[src/rtl/wdog_pkg.sv]
package wdog_pkg;
    // Stage identifiers as seen on the stage output
    typedef enum logic [1:0] {
        STG_ONE = 2'd1,
        STG_TWO = 2'd2
    } wdog_stage_e;

    // Warning-type codes; all other codes take no warning action
    localparam logic [1:0] WARN_IRQ = 2'd0;
    localparam logic [1:0] WARN_SMI = 2'd2;
endpackage

[src/rtl/wdog_span.sv]
// wdog_span: turns a raw preload into a stage length in base ticks.
// Assumes CNT_W is wide enough for the preload shifted by the larger shift.
module wdog_span #(
    parameter int PRE_W      = 20,
    parameter int SLOW_SHIFT = 15,
    parameter int FAST_SHIFT = 5,
    parameter int CNT_W      = 35
) (
    input  logic [PRE_W-1:0] preload_i,
    input  logic             fast_i,
    output logic [CNT_W-1:0] span_o
);
    logic [CNT_W-1:0] wide;

    // Scale the zero-extended preload by the selected shift
    always_comb begin
        wide   = CNT_W'(preload_i);
        span_o = fast_i ? (wide << FAST_SHIFT) : (wide << SLOW_SHIFT);
    end
endmodule

[src/rtl/wdog_counter.sv]
// wdog_counter: loadable down counter that flags expiry.
// Expiry is reported while running and the count is 1 or 0, so a load
// of N expires N edges after the load edge (a load of 0 expires after 1).
// Assumes the controller reloads or stops it on the expiry edge.
module wdog_counter #(
    parameter int CNT_W = 35
) (
    input  logic             clk,
    input  logic             rst_n,
    input  logic             load_i,
    input  logic [CNT_W-1:0] load_val_i,
    input  logic             run_i,
    output logic             expire_o
);
    logic [CNT_W-1:0] cnt_q;

    // Count register: load has priority over decrement
    always_ff @(posedge clk) begin
        if (!rst_n) begin
            cnt_q <= '0;
        end else if (load_i) begin
            cnt_q <= load_val_i;
        end else if (run_i && (cnt_q > CNT_W'(1))) begin
            cnt_q <= cnt_q - CNT_W'(1);
        end
    end

    // Expiry indication toward the sequencer
    assign expire_o = run_i && (cnt_q <= CNT_W'(1));
endmodule

[src/rtl/wdog_seq.sv]
// wdog_seq: stage sequencer. It arms on an enable rise, restarts on pings,
// and moves between stages on expiry, issuing warning and reset pulses.
// Priority: enable low, then start/ping, then expiry.
module wdog_seq
    import wdog_pkg::*;
(
    input  logic        clk,
    input  logic        rst_n,
    input  logic        enable_i,
    input  logic        ping_i,
    input  logic [1:0]  warn_type_i,
    input  logic        reboot_en_i,
    input  logic        free_run_i,
    input  logic        expire_i,
    output logic        load_o,
    output logic        use_second_o,
    output logic        running_o,
    output wdog_stage_e stage_o,
    output logic        irq_o,
    output logic        smi_o,
    output logic        rst_req_o,
    output logic        flag_set_o
);
    logic        en_q, armed_q, run_q, irq_q, smi_q, rreq_q;
    logic        armed_d, run_d, irq_d, smi_d, rreq_d, rise;
    wdog_stage_e stage_q, stage_d;

    // Next-state and pulse decisions for one edge
    always_comb begin
        rise         = enable_i && !en_q;
        armed_d      = armed_q;
        run_d        = run_q;
        stage_d      = stage_q;
        load_o       = 1'b0;
        use_second_o = 1'b0;
        irq_d        = 1'b0;
        smi_d        = 1'b0;
        rreq_d       = 1'b0;
        flag_set_o   = 1'b0;
        if (!enable_i) begin
            armed_d = 1'b0;
            run_d   = 1'b0;
            stage_d = STG_ONE;
        end else if (rise || (ping_i && armed_q)) begin
            armed_d = 1'b1;
            run_d   = 1'b1;
            stage_d = STG_ONE;
            load_o  = 1'b1;
        end else if (expire_i) begin
            if (stage_q == STG_ONE) begin
                irq_d        = (warn_type_i == WARN_IRQ);
                smi_d        = (warn_type_i == WARN_SMI);
                stage_d      = STG_TWO;
                load_o       = 1'b1;
                use_second_o = 1'b1;
            end else if (reboot_en_i) begin
                rreq_d     = 1'b1;
                flag_set_o = 1'b1;
                armed_d    = 1'b0;
                run_d      = 1'b0;
                stage_d    = STG_ONE;
            end else if (free_run_i) begin
                stage_d = STG_ONE;
                load_o  = 1'b1;
            end else begin
                run_d = 1'b0;
            end
        end
    end

    // State and pulse registers
    always_ff @(posedge clk) begin
        if (!rst_n) begin
            en_q    <= 1'b0;
            armed_q <= 1'b0;
            run_q   <= 1'b0;
            stage_q <= STG_ONE;
            irq_q   <= 1'b0;
            smi_q   <= 1'b0;
            rreq_q  <= 1'b0;
        end else begin
            en_q    <= enable_i;
            armed_q <= armed_d;
            run_q   <= run_d;
            stage_q <= stage_d;
            irq_q   <= irq_d;
            smi_q   <= smi_d;
            rreq_q  <= rreq_d;
        end
    end

    assign running_o = run_q;
    assign stage_o   = stage_q;
    assign irq_o     = irq_q;
    assign smi_o     = smi_q;
    assign rst_req_o = rreq_q;
endmodule

[src/rtl/wdog_flag.sv]
// wdog_flag: sticky cause-of-reset flag. Set wins over clear; only the
// power-on reset or the clear input lower it.
module wdog_flag (
    input  logic clk,
    input  logic rst_n,
    input  logic set_i,
    input  logic clr_i,
    output logic flag_o
);
    // Sticky flag register
    always_ff @(posedge clk) begin
        if (!rst_n) begin
            flag_o <= 1'b0;
        end else if (set_i) begin
            flag_o <= 1'b1;
        end else if (clr_i) begin
            flag_o <= 1'b0;
        end
    end
endmodule

[src/rtl/dual_stage_wdog.sv]
// dual_stage_wdog: two-stage watchdog top. It connects the span scaler,
// the down counter, the stage sequencer and the sticky flag.
// Assumes clk is the base tick and all inputs are synchronous to it.
module dual_stage_wdog #(
    parameter int PRE_W      = 20,
    parameter int SLOW_SHIFT = 15,
    parameter int FAST_SHIFT = 5
) (
    input  logic             clk,
    input  logic             rst_n,
    input  logic             enable_i,
    input  logic             ping_i,
    input  logic [PRE_W-1:0] preload1_i,
    input  logic [PRE_W-1:0] preload2_i,
    input  logic             fast_tick_i,
    input  logic [1:0]       warn_type_i,
    input  logic             reboot_en_i,
    input  logic             free_run_i,
    input  logic             flag_clr_i,
    output logic             irq_o,
    output logic             smi_o,
    output logic             rst_req_o,
    output logic [1:0]       stage_o,
    output logic             prev_reboot_o
);
    import wdog_pkg::*;

    localparam int MAX_SHIFT = (SLOW_SHIFT > FAST_SHIFT) ? SLOW_SHIFT : FAST_SHIFT;
    localparam int CNT_W     = PRE_W + MAX_SHIFT;

    logic             load, use_second, running, expire, flag_set;
    logic [PRE_W-1:0] pre_sel;
    logic [CNT_W-1:0] span;
    wdog_stage_e      stage;

    // Pick the preload for the stage being started
    assign pre_sel = use_second ? preload2_i : preload1_i;

    wdog_span #(
        .PRE_W(PRE_W), .SLOW_SHIFT(SLOW_SHIFT),
        .FAST_SHIFT(FAST_SHIFT), .CNT_W(CNT_W)
    ) span_i (
        .preload_i(pre_sel), .fast_i(fast_tick_i), .span_o(span)
    );

    wdog_counter #(.CNT_W(CNT_W)) cnt_i (
        .clk(clk), .rst_n(rst_n), .load_i(load), .load_val_i(span),
        .run_i(running), .expire_o(expire)
    );

    wdog_seq seq_i (
        .clk(clk), .rst_n(rst_n), .enable_i(enable_i), .ping_i(ping_i),
        .warn_type_i(warn_type_i), .reboot_en_i(reboot_en_i),
        .free_run_i(free_run_i), .expire_i(expire), .load_o(load),
        .use_second_o(use_second), .running_o(running), .stage_o(stage),
        .irq_o(irq_o), .smi_o(smi_o), .rst_req_o(rst_req_o),
        .flag_set_o(flag_set)
    );

    wdog_flag flag_i (
        .clk(clk), .rst_n(rst_n), .set_i(flag_set), .clr_i(flag_clr_i),
        .flag_o(prev_reboot_o)
    );

    assign stage_o = stage;
endmodule

[config.mk]
export PLATFORM = sky130hd
export DESIGN_NAME = dual_stage_wdog
export DESIGN_NICKNAME = d
export VERILOG_FILES = /design/src/rtl/wdog_pkg.sv /design/src/rtl/wdog_span.sv /design/src/rtl/wdog_counter.sv /design/src/rtl/wdog_seq.sv /design/src/rtl/wdog_flag.sv /design/src/rtl/dual_stage_wdog.sv
export SDC_FILE = /design/constraint.sdc
export NUM_CORES = 1
export LEC_CHECK = 0
export BUFFER_PORTS_ARGS = -buffer_cell sky130_fd_sc_hd__buf_2
export CORE_ASPECT_RATIO = 0.7
export CORE_MARGIN = 2
export CORE_UTILIZATION = 58
export DETAILED_ROUTE_END_ITERATION = 8
export PLACE_DENSITY = 0.83
export REMOVE_ABC_BUFFERS = 1
export SYNTH_ARGS = -nofsm -noshare
export SYNTH_HDL_FRONTEND = slang
export SYNTH_SLANG_ARGS = --single-unit
[constraint.sdc]
create_clock -name clk -period 8 [get_ports clk]
set_clock_uncertainty 0.2 [all_clocks]
set_input_delay 1.2 -clock clk [delete_from_list [all_inputs] [get_ports clk]]
set_output_delay 1.2 -clock clk [all_outputs]
set_load 0.02 [all_outputs]
**Word level (Yosys, flattened, before mapping)**

Cells that the tools add are included.

- Eq/ne operators: 4
- Bitwise logic cells: 4
- Order comparisons: 2
- Add/subtract/negate cells: 1
- Reduce and logical (&&, ||, !) cells: 18
- Mux-type cells: 33

Operator list:

| operator | count |
|---|---|
| two-way mux 35 bit | 3 |
| greater-than comparator 35 x 1 -> 1 bit (second input constant) | 1 |
| less-or-equal comparator 35 x 1 -> 1 bit (second input constant) | 1 |
| subtractor 35 x 1 -> 35 bit (second input constant) | 1 |
| two-way mux 1 bit | 26 |
| two-way mux 20 bit | 1 |
| nonzero test 2 bit | 4 |
| two-way mux 2 bit | 3 |
| AND reduction 3 bit | 2 |
| OR reduction 5 bit | 1 |
| logical AND 1 bit | 4 |
| NOT 1 bit | 4 |
| AND reduction 2 bit | 2 |
| != test 3 x 2 -> 1 bit (second input constant) | 1 |
| nonzero test 3 bit | 1 |
| OR reduction 3 bit | 1 |
| == test 2 x 1 -> 1 bit (second input constant) | 1 |
| == test 2 bit (second input constant) | 1 |
| zero test 2 bit | 1 |
| != test 2 x 1 -> 1 bit (second input constant) | 1 |
| zero test 1 bit | 1 |
| logical OR 1 bit | 1 |

- Bits in registers: 44
- Input port bits: 50
- Word-level logic and storage cells: 71
- Output and inout port bits: 6

**Longest topological paths before layout**

- Depth after elaboration: 8
- Mapped depth: 10
- Mapped depth without buffers: 8

**Cells and area by module**

From an unflattened synthesis, not the netlist that was laid out.

- Cell total of the unflattened synthesis: 341
- Area, all modules: 3035.4 um2

Modules (own cells, without submodules):

| module | sequential area each (um2) | area each (um2) | cells an instance | times used |
|---|---|---|---|---|
| wdog_counter | 700.7 | 2003.2 | 239 | 1 |
| wdog_span | 0.0 | 337.8 | 39 | 1 |
| wdog_seq | 160.2 | 330.3 | 38 | 1 |
| dual_stage_wdog | 0.0 | 322.8 | 22 | 1 |
| wdog_flag | 20.0 | 41.3 | 3 | 1 |

**Worst setup path after synthesis**

No wires, ideal clock.

- Kind: input port to flip-flop
- Start point: input ping_i
- End point: register cnt_i.cnt_q[23]
- Required time: 7672 ps
- Arrival time: 2766 ps
- Stages: 7
- Buffers on the path: 1
- Path slack: 4907 ps
- Cells stage by stage: nand2_1 -> o21ai_1 -> nor4_4 -> buf_6 -> mux4_1 -> nand3_1 -> o21ai_0

- Cells in the longest elaborated chain, start to end: 7
- Elaborated cells on any way between the ends: 10

Ends and longest elaborated chain:

| item | RTL line | text |
|---|---|---|
| from (decl) | dual_stage_wdog.sv:12 | `input logic ping_i,` |
| logical AND 1 bit (*) | wdog_seq.sv:44 | `end else if (rise \|\| (ping_i && armed_q)) begin` |
| logical OR 1 bit (*) | wdog_seq.sv:44 |  |
| two-way mux 1 bit | wdog_seq.sv:44 |  |
| two-way mux 1 bit | wdog_seq.sv:40 | `if (!enable_i) begin` |
| two-way mux 20 bit | dual_stage_wdog.sv:37 | `assign pre_sel = use_second ? preload2_i : preload1_i;` |
| two-way mux 35 bit | wdog_span.sv:18 | `span_o = fast_i ? (wide << FAST_SHIFT) : (wide << SLOW_SHIFT);` |
| two-way mux 35 bit | wdog_counter.sv:21 | `end else if (load_i) begin` |
| to (signal assigned) | wdog_counter.sv:22 | `cnt_q <= load_val_i;` |
| to (signal assigned) | wdog_counter.sv:24 | `cnt_q <= cnt_q - CNT_W'(1);` |
| to (decl) | wdog_counter.sv:15 | `logic [CNT_W-1:0] cnt_q;` |

Every way passes the cells marked *; elsewhere a longest branch is shown, timed or not.
A chain may end at the register's enable or synchronous reset.

**Final worst setup path**

- Start point: register cnt_i.cnt_q[18]
- End point: register cnt_i.cnt_q[19]

- Cells in the longest elaborated chain, start to end: 8
- Elaborated cells on any way between the ends: 16

Ends and longest elaborated chain:

| item | RTL line | text |
|---|---|---|
| less-or-equal comparator 35 x 1 -> 1 bit | wdog_counter.sv:29 | `assign expire_o = run_i && (cnt_q <= CNT_W'(1));` |
| logical AND 1 bit | wdog_counter.sv:29 |  |
| two-way mux 1 bit | wdog_seq.sv:49 | `end else if (expire_i) begin` |
| two-way mux 1 bit | wdog_seq.sv:44 |  |
| two-way mux 1 bit | wdog_seq.sv:40 |  |
| two-way mux 20 bit | dual_stage_wdog.sv:37 |  |
| two-way mux 35 bit | wdog_span.sv:18 |  |
| two-way mux 35 bit | wdog_counter.sv:21 |  |

Parallel ways exist; a longest one is shown, timed or not. The select of a mux whose other input is x is not followed.

==> out/results.tsv <==
metric	value	unit
outcome	finished, final reports clean	
rsz0062_at_grt	no	
syn2layout_area_growth	14.0	%
via_count	2776	
finalSetupViolCount	0	
cts_setup_buffers	0	
die_h	62.8	µm
syn_avg_cell_area	9.16	µm²
p_leak	1.28	nW
grt-ovfl-total	0	
yosysTopAreaCellShare	0.307	
nNetsFinal	416	
ys_top_cells_by_area	dfxtp_1, mux4_1, mux2i_1, nor2_1, xor2_1	
synthFlopType	dfxtp_1	
drtIter0Drc	252	
layout_commonest_cell	buf_2	
synthCells	313	
cts-root-buf	clkbuf_8	
relSlewSlack	0.508	
grt_max_degree	33	
dpl_cell_area	3160	µm²
die_w	88.0	µm
layout-drive-gt1-share	0.214	
peakVddDrop	142	µV
powerDensity	173	nW/µm²
synth_cell_type_count	54	
critPathKind	register to register	
ys_warn_count	0	
start_util	0.599	
std_cell_rows	21	
wirelength	7.56	mm
hold_viol	0	
grt_antenna_before_repair	0	
hold_ws	0.293	ns
cts_buffers	5	
fmax	0.293	GHz
cts.htree.levels	2	
layout_common_cells	buf_2, dfxtp_1, nor2_1	
cts_num_sinks	44	
hold_buffers	0	
r2r_slack	4.59	ns
dr.pass1.iters	6	
ys_seq_area_frac	0.307	
cts_tree	yes	
maxCapViolations	0	
ant_nets	0	
setup-tns-final	0	ns
cts-resized-gates	0	
path_cells	nor4_4 > nand4_2 > a211o_1 > nor4_4 > buf_4 > mux4_1 > nand3_1 > o21ai_0	
yosysTopAreaCell	dfxtp_1	
async_flop_share	0	
clk_path_buf_depth	2	
cts.clk_slew.worst_paths	0.09	ns
ios	56	
core_area	4780	µm²
mappedNetlistArea	2870	µm²
synth_edf_count	0	
critPathLaunchType	register	
gp_congestion	0.898	
die_area	5530	µm²
drc	0	
worst_slew_pin_slew	0.732	ns
arrival	3.36	ns
grt_pass1_vias	2696	
crit_top_cell	nor4_4	
cp.required	7.95	ns
ys_seq_elements	44	
port_buffers	55	
grt_pass1_wl	12.6	mm
via_per_inst	6.40	
path_max_fanout	32	
slew_violations	0	
finalCriticalPeriod	3.41	ns
critPathSlowestCell	mux4_1	
final_area	3270	µm²
drt-wirelength-per-cell	17.4	µm
track_usage	0.288	
clkLatencyLatePin	0.30	ns
cp-end-kind	register	
finalCritPeriodShare	0.426	
hp-class	register to register	
place_hpwl	5.51	mm
num_antenna_cells	0	
slowest_delay	0.62	ns
[flip-flops by register name, summed over array words and instances (netlist names)]
register / flops
cnt_i.cnt_q: 35
seq_i.stage_o: 2
flag_i.flag_o: 1
seq_i.armed_q: 1
seq_i.en_q: 1
seq_i.irq_o: 1
seq_i.rst_req_o: 1
seq_i.running_o: 1
seq_i.smi_o: 1
[critical path: cells and delay by family, from the launching register on]
| family | cells | cell delay, ns |
|---|---|---|
| compound gates | 2 | 0.54 |
| mux | 1 | 0.62 |
| buf+inv | 1 | 0.46 |
| flops | 1 | 0.41 |
| simple gates | 4 | 1.01 |
[layout make-up]
type	instances	area, µm²
clock buffers	6	72.6
clock inverters	2	35.0
fillers	415	1510
inverters	7	26.3
multi-input cells	249	1880
flip-flops and latches	44	881
well taps	69	86.3
repair buffers	57	290
[stage by stage]
step	total power, W	util	setup slack [ns]	std cells
floorplan	0.000348	-	3.92	300
global placement	0.000389	0.661	4.56	426
detailed placement	0.000395	0.661	4.48	426
CTS	0.000561	0.683	4.66	434
global route	0.000591	0.683	4.46	434
finish	0.000565	0.683	4.59	434
[path summary, 6_finish.rpt]
kind / startpoint / to / cells after the start
worst max-delay path: cnt_i.cnt_q[18] / cnt_i.cnt_q[19] / 8
worst min-delay path: flag_i.flag_o / flag_i.flag_o / 1
worst max register to register: cnt_i.cnt_q[18] / cnt_i.cnt_q[19] / 8
worst min register to register: flag_i.flag_o / flag_i.flag_o / 1
[power by group]
group | internal, W | switching (W) | total, W
Combinational | 0.0000598 | 0.0000820 | 0.000142
Sequential | 0.000233 | 0.0000207 | 0.000254
Clock | 0.0000928 | 0.0000771 | 0.000170
Total | 0.000386 | 0.000180 | 0.000565
[cells by family after synthesis]
family / share of synthesized area
buffers and inverters: 0.0380
adders and majority gates: 0.00873
and+or+nand+nor: 0.251
xor gates and xnor gates: 0.0703
AOI/OAI and AO/OA: 0.161
muxes: 0.164
DFF: 0.307
[synth_stat cells, drive strengths merged (7+ instances only)]
library cell	count
o22ai	9
mux2i	20
nor3	16
o21ai	20
nand3	14
a21oi	8
xnor2	9
nand2	18
o21a	7
dfxtp	44
clkbuf	8
xor2	14
nor2	36
inv	7
mux4	10
nor4	14
[layer usage]
| metal | GRT usage | part of all wire | vias to the layer above |
|---|---|---|---|
| met3 | 0.0581 | 0.088 | 25 |
| met5 | 0 | 0 | - |
| met4 | 0.0947 | 0.018 | 0 |
| li1 | - | - | 1294 |
| met2 | 0.443 | 0.45 | 158 |
| met1 | 0.403 | 0.44 | 1299 |
Power figures use the tool's default switching activity.
